$ cat src/rtl/mac_pkg.sv
package mac_pkg;
  localparam int unsigned OP_W = 4;

  typedef struct packed {
    logic imm;
    logic uns;
    logic wide;
    logic sub;
  } mac_op_t;

  function automatic logic mac_op_legal(mac_op_t o);
    return !(o.uns && !o.wide);
  endfunction
endpackage

$ cat src/rtl/mac_operand_sel.sv
module mac_operand_sel #(
  parameter int unsigned DW = 32,
  parameter int unsigned IW = 9
) (
  input  logic          use_imm,
  input  logic          is_uns,
  input  logic [DW-1:0] reg_b,
  input  logic [IW-1:0] imm,
  output logic [DW-1:0] b_sel
);
  localparam int unsigned PAD = DW - IW;

  logic [DW-1:0] imm_ext;

  generate
    if (PAD > 0) begin : g_pad
      always_comb begin
        if (is_uns) imm_ext = {{PAD{1'b0}}, imm};
        else        imm_ext = {{PAD{imm[IW-1]}}, imm};
      end
    end else begin : g_nopad
      always_comb imm_ext = imm[DW-1:0];
    end
  endgenerate

  always_comb b_sel = use_imm ? imm_ext : reg_b;
endmodule

$ cat src/rtl/mac_arith.sv
module mac_arith #(
  parameter int unsigned DW = 32
) (
  input  logic            is_sub,
  input  logic            is_wide,
  input  logic            is_uns,
  input  logic [DW-1:0]   a,
  input  logic [DW-1:0]   b,
  input  logic [DW-1:0]   acc_lo,
  input  logic [DW-1:0]   acc_hi,
  output logic [2*DW-1:0] sum,
  output logic            acc_sign,
  output logic            prod_sign,
  output logic            carry
);
  localparam int unsigned PW = 2 * DW;

  logic [PW-1:0] a_x, b_x, prod, acc_w;
  logic [PW:0]   ext;

  always_comb begin
    a_x   = is_uns ? {{DW{1'b0}}, a} : {{DW{a[DW-1]}}, a};
    b_x   = is_uns ? {{DW{1'b0}}, b} : {{DW{b[DW-1]}}, b};
    prod  = a_x * b_x;
    acc_w = is_wide ? {acc_hi, acc_lo} : {{DW{acc_lo[DW-1]}}, acc_lo};
    if (is_sub) ext = {1'b0, acc_w} - {1'b0, prod};
    else        ext = {1'b0, acc_w} + {1'b0, prod};
    sum       = ext[PW-1:0];
    carry     = ext[PW];
    acc_sign  = acc_w[PW-1];
    prod_sign = prod[PW-1];
  end
endmodule

$ cat src/rtl/mac_flag_calc.sv
module mac_flag_calc #(
  parameter int unsigned DW = 32
) (
  input  logic            legal,
  input  logic            is_sub,
  input  logic            is_wide,
  input  logic            is_uns,
  input  logic [2*DW-1:0] sum,
  input  logic            acc_sign,
  input  logic            prod_sign,
  input  logic            carry,
  output logic [DW-1:0]   res_lo,
  output logic [DW-1:0]   res_hi,
  output logic            v_new,
  output logic            av_new
);
  localparam int unsigned PW = 2 * DW;

  logic [DW:0]   narrow_top;
  logic          narrow_ovf, signed_ovf, res_sign, sign_moved;
  logic [DW-1:0] av_word;

  always_comb begin
    narrow_top = sum[PW-1:DW-1];
    narrow_ovf = !((&narrow_top) || !(|narrow_top));
    res_sign   = sum[PW-1];
    sign_moved = res_sign ^ acc_sign;
    if (is_sub) signed_ovf = sign_moved & (prod_sign ^ acc_sign);
    else        signed_ovf = sign_moved & ~(prod_sign ^ acc_sign);

    res_lo = '0;
    res_hi = '0;
    v_new  = 1'b0;
    if (legal) begin
      res_lo = sum[DW-1:0];
      if (is_wide) begin
        res_hi = sum[PW-1:DW];
        v_new  = is_uns ? carry : signed_ovf;
      end else begin
        v_new  = narrow_ovf;
      end
    end
    av_word = is_wide ? res_hi : res_lo;
    av_new  = legal & (av_word[DW-1] ^ av_word[DW-2]);
  end
endmodule

$ cat src/rtl/mac_flags_unit.sv
module mac_flags_unit
  import mac_pkg::*;
#(
  parameter int unsigned DW = 32,
  parameter int unsigned IW = 9
) (
  input  logic          clk,
  input  logic          rst_n,
  input  logic          op_valid,
  input  logic [3:0]    op_sel,
  input  logic [DW-1:0] mul_a,
  input  logic [DW-1:0] mul_b_reg,
  input  logic [IW-1:0] imm9,
  input  logic [DW-1:0] acc_lo,
  input  logic [DW-1:0] acc_hi,
  output logic [DW-1:0] res_lo,
  output logic [DW-1:0] res_hi,
  output logic          flag_v,
  output logic          flag_sv,
  output logic          flag_av,
  output logic          flag_sav
);
  mac_op_t         op;
  logic            legal;
  logic [DW-1:0]   b_sel;
  logic [2*DW-1:0] sum;
  logic            acc_sign, prod_sign, carry;
  logic            v_new, av_new;
  logic            flag_en;
  logic            v_d, sv_d, av_d, sav_d;
  logic            v_q, sv_q, av_q, sav_q;

  always_comb begin
    op    = mac_op_t'(op_sel);
    legal = mac_op_legal(op);
  end

  mac_operand_sel #(.DW(DW), .IW(IW)) u_opsel (
    .use_imm (op.imm),
    .is_uns  (op.uns),
    .reg_b   (mul_b_reg),
    .imm     (imm9),
    .b_sel   (b_sel)
  );

  mac_arith #(.DW(DW)) u_arith (
    .is_sub    (op.sub),
    .is_wide   (op.wide),
    .is_uns    (op.uns),
    .a         (mul_a),
    .b         (b_sel),
    .acc_lo    (acc_lo),
    .acc_hi    (acc_hi),
    .sum       (sum),
    .acc_sign  (acc_sign),
    .prod_sign (prod_sign),
    .carry     (carry)
  );

  mac_flag_calc #(.DW(DW)) u_flags (
    .legal     (legal),
    .is_sub    (op.sub),
    .is_wide   (op.wide),
    .is_uns    (op.uns),
    .sum       (sum),
    .acc_sign  (acc_sign),
    .prod_sign (prod_sign),
    .carry     (carry),
    .res_lo    (res_lo),
    .res_hi    (res_hi),
    .v_new     (v_new),
    .av_new    (av_new)
  );

  // next-state for the flag register
  always_comb begin
    flag_en = op_valid & legal;
    v_d   = v_q;
    sv_d  = sv_q;
    av_d  = av_q;
    sav_d = sav_q;
    if (flag_en) begin
      v_d   = v_new;
      av_d  = av_new;
      sv_d  = sv_q | v_new;
      sav_d = sav_q | av_new;
    end
  end

  always_ff @(posedge clk or negedge rst_n) begin
    if (!rst_n) begin
      v_q   <= 1'b0;
      sv_q  <= 1'b0;
      av_q  <= 1'b0;
      sav_q <= 1'b0;
    end else begin
      v_q   <= v_d;
      sv_q  <= sv_d;
      av_q  <= av_d;
      sav_q <= sav_d;
    end
  end

  always_comb begin
    flag_v   = v_q;
    flag_sv  = sv_q;
    flag_av  = av_q;
    flag_sav = sav_q;
  end
endmodule

$ cat config.mk
export PLATFORM = sky130hd
export DESIGN_NAME = mac_flags_unit
export DESIGN_NICKNAME = d
export VERILOG_FILES = /design/src/rtl/mac_pkg.sv /design/src/rtl/mac_operand_sel.sv /design/src/rtl/mac_arith.sv /design/src/rtl/mac_flag_calc.sv /design/src/rtl/mac_flags_unit.sv
export SDC_FILE = /design/constraint.sdc
export NUM_CORES = 2
export LEC_CHECK = 0
export ABC_AREA = 1
export BUFFER_PORTS_ARGS = -buffer_cell sky130_fd_sc_hd__buf_2
export CAP_MARGIN = 15
export CORE_MARGIN = 2
export CORE_UTILIZATION = 33
export DETAILED_ROUTE_END_ITERATION = 12
export PLACE_DENSITY = 0.51
export REMOVE_ABC_BUFFERS = 1
export SETUP_SLACK_MARGIN = 0.3
export SYNTH_ARGS = -nofsm -noshare
export SYNTH_HDL_FRONTEND = slang
export SYNTH_SLANG_ARGS = --single-unit
$ cat constraint.sdc
create_clock -name clk -period 31.6 [get_ports clk]
set_input_delay 6.32 -clock clk [delete_from_list [all_inputs] [get_ports clk]]
set_output_delay 6.32 -clock clk [all_outputs]
set_load 0.05 [all_outputs]
After elaboration in Yosys (flattened, before gate mapping)
Index checks and enable logic that the tools add are counted.

Bits in registers: 4. Input port bits: 144. Output and inout port bits: 68.

$add $sub $neg: 2. Multipliers: 1. Multiplexer cells: 14. Bitwise logic cells: 10. Reduce and logical (&&, ||, !) cells: 8.

Operator list (count): $mux W32 (6); $mux W64 (3); $add A64 B64 Y65 (1); $mux W65 (1); $sub A64 B64 Y65 (1); $mul A64 B64 Y64 (1); $reduce_and A33 Y1 (1); $reduce_or A33 Y1 (1); $and A1 B1 Y1 (4); $logic_not A1 Y1 (4); $mux W1 (4); $xor A1 B1 Y1 (3); $or A1 B1 Y1 (2); $logic_and A1 B1 Y1 (1); $logic_or A1 B1 Y1 (1); $not A1 Y1 (1).

Longest topological paths before layout
Depth in word-level cells: 13. Mapped depth: 71.

Cells and area by module
A second synthesis with hierarchy kept.

Cell total of the unflattened synthesis: 7772. Area, all modules: 58034.4 um^2.

By module, submodules not included: mac_arith (instances 1, cells an instance 7469, area each 56685.6 um^2); mac_flag_calc (instances 1, cells an instance 204, area each 842.1 um^2); mac_operand_sel (instances 1, cells an instance 82, area each 352.8 um^2); mac_flags_unit (instances 1, cells an instance 17, area each 153.9 um^2).

Least setup slack after synthesis
Ideal clock, no wire load.

Path type: input-to-output. From: input op_sel[3]. To: output res_hi[31]. Arrival: 17158 ps. Required time: 25280 ps. Path slack: 8122 ps. Stages: 51. Cell sequence: buf_2 > clkbuf_1 > or2_2 > nand2_1 > clkbuf_1 > nor2_1 > fa_1 > fa_1 > fa_1 > inv_1 > fa_1 > inv_1 > fa_1 > inv_1 > fa_1 > inv_1 > fa_1 > inv_1 > (+15 left out) > nand2_1 > nor2_1 > nand2_1 > nor2_1 > nand4_1 > xor2_1 > nand2_1 > o21ai_0 > ha_1 > a21oi_1 > nor2_1 > o21ai_0 > nand2_1 > a211oi_1 > nand2_1 > nand2_1 > nand2_1 > nor2_1.

Cells in the longest elaborated chain, start to end: 7.

RTL lines: from (decl) (line mac_flags_unit.sv:10) `input logic [3:0] op_sel,`; $mux W32 * (line mac_operand_sel.sv:26) `always_comb b_sel = use_imm ? imm_ext : reg_b;`; $mux W64 * (line mac_arith.sv:23) `b_x = is_uns ? {{DW{1'b0}}, b} : {{DW{b[DW-1]}}, b};`; $mul A64 B64 Y64 * (line mac_arith.sv:24) `prod = a_x * b_x;`; $add A64 B64 Y65 / $sub A64 B64 Y65 (equally long branches) (line mac_arith.sv:27, mac_arith.sv:26); $mux W65 * (line mac_arith.sv:26) `if (is_sub) ext = {1'b0, acc_w} - {1'b0, prod};`; $mux W32 * (line mac_flag_calc.sv:36) `if (is_wide) begin`; $mux W32 * (line mac_flag_calc.sv:34) `if (legal) begin`; to (decl) (line mac_flags_unit.sv:17) `output logic [DW-1:0] res_hi,`.

Every way passes the cells marked *; elsewhere a longest branch is shown, timed or not.

Worst setup path after layout
From: input op_sel[2]. To: output res_hi[27].

Cells in the longest elaborated chain, start to end: 8.

RTL lines: $mux W32 (line mac_operand_sel.sv:18) `if (is_uns) imm_ext = {{PAD{1'b0}}, imm};`; $mux W32 (line mac_operand_sel.sv:26); $mux W64 (line mac_arith.sv:23); $mul A64 B64 Y64 (line mac_arith.sv:24); $add A64 B64 Y65 / $sub A64 B64 Y65 (equally long branches) (line mac_arith.sv:27, mac_arith.sv:26); $mux W65 (line mac_arith.sv:26); $mux W32 (line mac_flag_calc.sv:36); $mux W32 * (line mac_flag_calc.sv:34).

Marks and branches as above.

==> summary.md <==
| Metric | Value |
|---|---|
| Status | `finished clean` |
| Compound-cell area share of the yosys netlist | `4.50%` |
| Hold_sp | `flag_sv` |
| Endpoints failing hold | `0` |
| Number of distinct library cells after synthesis | `50` |
| Setup slack at placement | `4.65 ns` |
| CP max FO | `23` |
| Final worst slack | `4.36 ns` |
| Critical Path RT | `25.28 ns` |
| # diodes | `0` |
| Most numerous cell on the critical path | `nor2_1` |
| Postcts setup bufs | `0` |
| CP Capture Type | `output pin` |
| Slowest cell on crit path | `xor2_1` |
| Initial antenna violation count | `11` |
| Die Area | `approximately 0.18 sq mm` |
| Mux contribution to synthesized area | `0%` |
| Post-synthesis adder-cell area fraction | `around three fifths` |
| Root buffer selected by CTS | `clkbuf_16` |
| Drt drc | `0` |
| Core box area | `0.171 sq mm` |
| Reg2reg start | `flag_av` |
| Hold/Removal Path Class | `register to register` |
| HPWL after DPL | `205000 um` |
| Die W | `419 um` |
| Remaining Overflow, GRT | `0` |
| Critical Path AT | `20.92 ns` |
| Fin Setup TNS | `0 ns` |
| Io pins | `212` |
| Vias/cell | `about 5` |
| Gp weighted congestion | `1.04` |
| Worst-Skew Late Latency | `0.22 ns` |
| Fin. max-slew vios | `0` |
| Most Crowded Layer GR | `met2` |
| Pin count of the biggest net entering global routing | `62` |
| Post-detailed-route wirelength per cell | `between 20 and 25 um` |
| Starting Density | `33.1%` |
| Post-layout min period | `27.24 ns` |
| Largest family of logic cells by synthesized area | `adder cells` |
| GRT Total Usage | `27.2%` |
| 1st-iter DRT viols | `4065` |
| Worst-margin pin slew | `~1.2 ns` |
| Die Y | `419 um` |
| Hold-fix buffer count after cts | `0` |
| Mapped Cells | `7462` |
| CTS tree | `yes` |
| Placed Area | `0.0605 sq mm` |
| Fin nets | `9486` |
| Synth Area in XOR/XNOR | `2.18%` |
| Period utilization | `roughly 86%` |
| Post-Synth Simple-Gate Area | `about 20%` |
| Largest stage delay, worst path | `0.62 ns` |
| CTS H-Tree Depth | `1` |
| Row count | `152` |
| Maxcap violations | `0` |
| Port Buffer Count | `211` |
| 1st-pass router iterations | `8` |
| Vias | `48700` |
| Num CTS Buffers | `3` |
| CP Class | `input port to output pin` |
| GR Util met2 | `between 40% and 50%` |
| Number of global-route vias before repair | `roughly 52000` |
| Clk sinks | `4` |
| Area grow syn2layout | `6.84%` |
| Max Freq | `roughly 37 MHz` |
| First-pass GRT wire length | `about 350000 um` |
| Post-route clock skew | `0 ns` |
| Clock Tree Buf Depth | `2` |
| Worst setup path start | `op_sel[2]` |
| M1 GR Usage | `36.4%` |
| Synth Register Bits | `4` |
| Post-cts gate resize count | `0` |
| Drt total wl | `234000 um` |
| Layout cells sized above 1 | `5.38%` |
| Mapped Avg Cell Area | `around 7.6 sq um` |
| Final setup viols | `0` |
| GR Layer Usage met3 | `3.68%` |
| Critical Path Start Type | `input port` |
| Finished Cell Area | `between 0.06 and 0.07 sq mm` |
| RSZ-0062 raised after global routing | `false` |
| Mapped Area | `0.0567 sq mm` |
| Register clock-pin slew on the reported worst setup and hold paths | `0.03 ns` |
| Detail Route Antenna Nets | `0` |
| Post-synthesis sequential area ratio | `0.176%` |
| Slew margin rel. | `about a fifth` |
| Total of warnings raised by yosys | `0` |
## final timing paths
kind,end,slack [ns],cells past startpoint
worst max register to register,flag_av,30.99,2
worst min register to register,flag_sv,0.45,2
worst min-delay path,flag_sv,0.45,2
max in group asynchronous,flag_v,25.58,1
min in group asynchronous,flag_sav,5.90,1
worst max-delay path,res_hi[27],4.36,60
## layer usage
layer / share of wire (%) / wire, um
met1: 43 / 99400
met2: 47 / 110000
met3: 6.4 / 15100
met4: 3.8 / 8830
met5: 0.018 / 41
## cells in the mapped netlist (all sizes together)
| library cell | instances | area share, % |
|---|---|---|
| inv | 1989 | 13 |
| fa | 1427 | 50 |
| nand2 | 1378 | 9.2 |
| nor2 | 1160 | 7.7 |
| ha | 366 | 8.1 |
| a21oi | 213 | 1.9 |
| clkbuf | 202 | 1.3 |
| o21ai | 193 | 1.7 |
| nand3 | 164 | 1.5 |
| xor2 | 88 | 1.5 |
| xnor2 | 42 | 0.73 |
| nand4 | 41 | 0.46 |
| nor3 | 34 | 0.34 |
| or2 | 23 | 0.26 |
| nand3b | 21 | 0.28 |
| o21bai | 16 | 0.21 |
| buf | 15 | 0.11 |
| a21o | 14 | 0.20 |
| clkinv | 12 | 0.079 |
| nor4 | 12 | 0.14 |
| a31oi | 10 | 0.11 |
| o21a | 9 | 0.12 |
| a21boi | 8 | 0.11 |
| o211ai | 6 | 0.079 |
| and3 | 5 | 0.055 |
| and2 | 4 | 0.044 |
| dfrtp | 4 | 0.18 |
| nand2b | 3 | 0.033 |
| a211oi | 1 | 0.013 |
| a31o | 1 | 0.015 |
| o31ai | 1 | 0.013 |
## critical path, delay by kind of cell
kind | cells | cell delay (ns)
AOI/OAI and AO/OA | 1 | 0.18
xor gates and xnor gates | 2 | 0.85
adders and majority gates | 12 | 5.42
buffers and inverters | 17 | 2.55
and+or+nand+nor | 28 | 5.47
## state kept, by name, summed over array words and instances, names as in the netlist
name,cells
flag_v,1
flag_av,1
flag_sav,1
flag_sv,1
## final cells by class
cell class                      count  area, sq um
Fill cell                       18400       111000
Multi-Input combinational cell   5240        48400
Inverter                         2001         7510
Tap cell                         2233         2790
Timing Repair Buffer              299         1770
Sequential cell                     4          100
Clock buffer                        3         75.1
## through the flow
stage                     hold WS, ns  utilization, %  std cells
after floorplan                 0.736               -       7245
after global placement          0.444            35.3       9774
after detailed placement        0.452            35.3       9776
after CTS                       0.460            35.4       9779
after global routing            0.477            35.4       9780
final                           0.452            35.4       9780
## logic make-up after synthesis
kind of cell | Yosys count
AOI/OAI and AO/OA | 472
adders and majority gates | 1793
and+or+nand+nor | 2845
buffers and inverters | 2218
xor gates and xnor gates | 130
DFF | 4
## placed cells by master, fill, tap and decap left out, types with 13 or more instances in the layout
cell / instances
xnor2_1: 36
nand4_1: 40
nand3b_1: 20
inv_1: 1974
o21ai_1: 27
a21o_1: 13
o21ai_2: 14
nand2_1: 1368
o21ai_0: 150
inv_2: 15
ha_1: 366
or2_2: 22
nor3_1: 31
o21bai_1: 16
buf_4: 85
nand3_1: 158
buf_2: 211
a21oi_1: 210
xor2_1: 81
fa_1: 1427
nor2_1: 1150
Power is left out: the tool's default activity adds up to more than one toggle a clock period on the data nets, which glitch-free logic cannot reach.
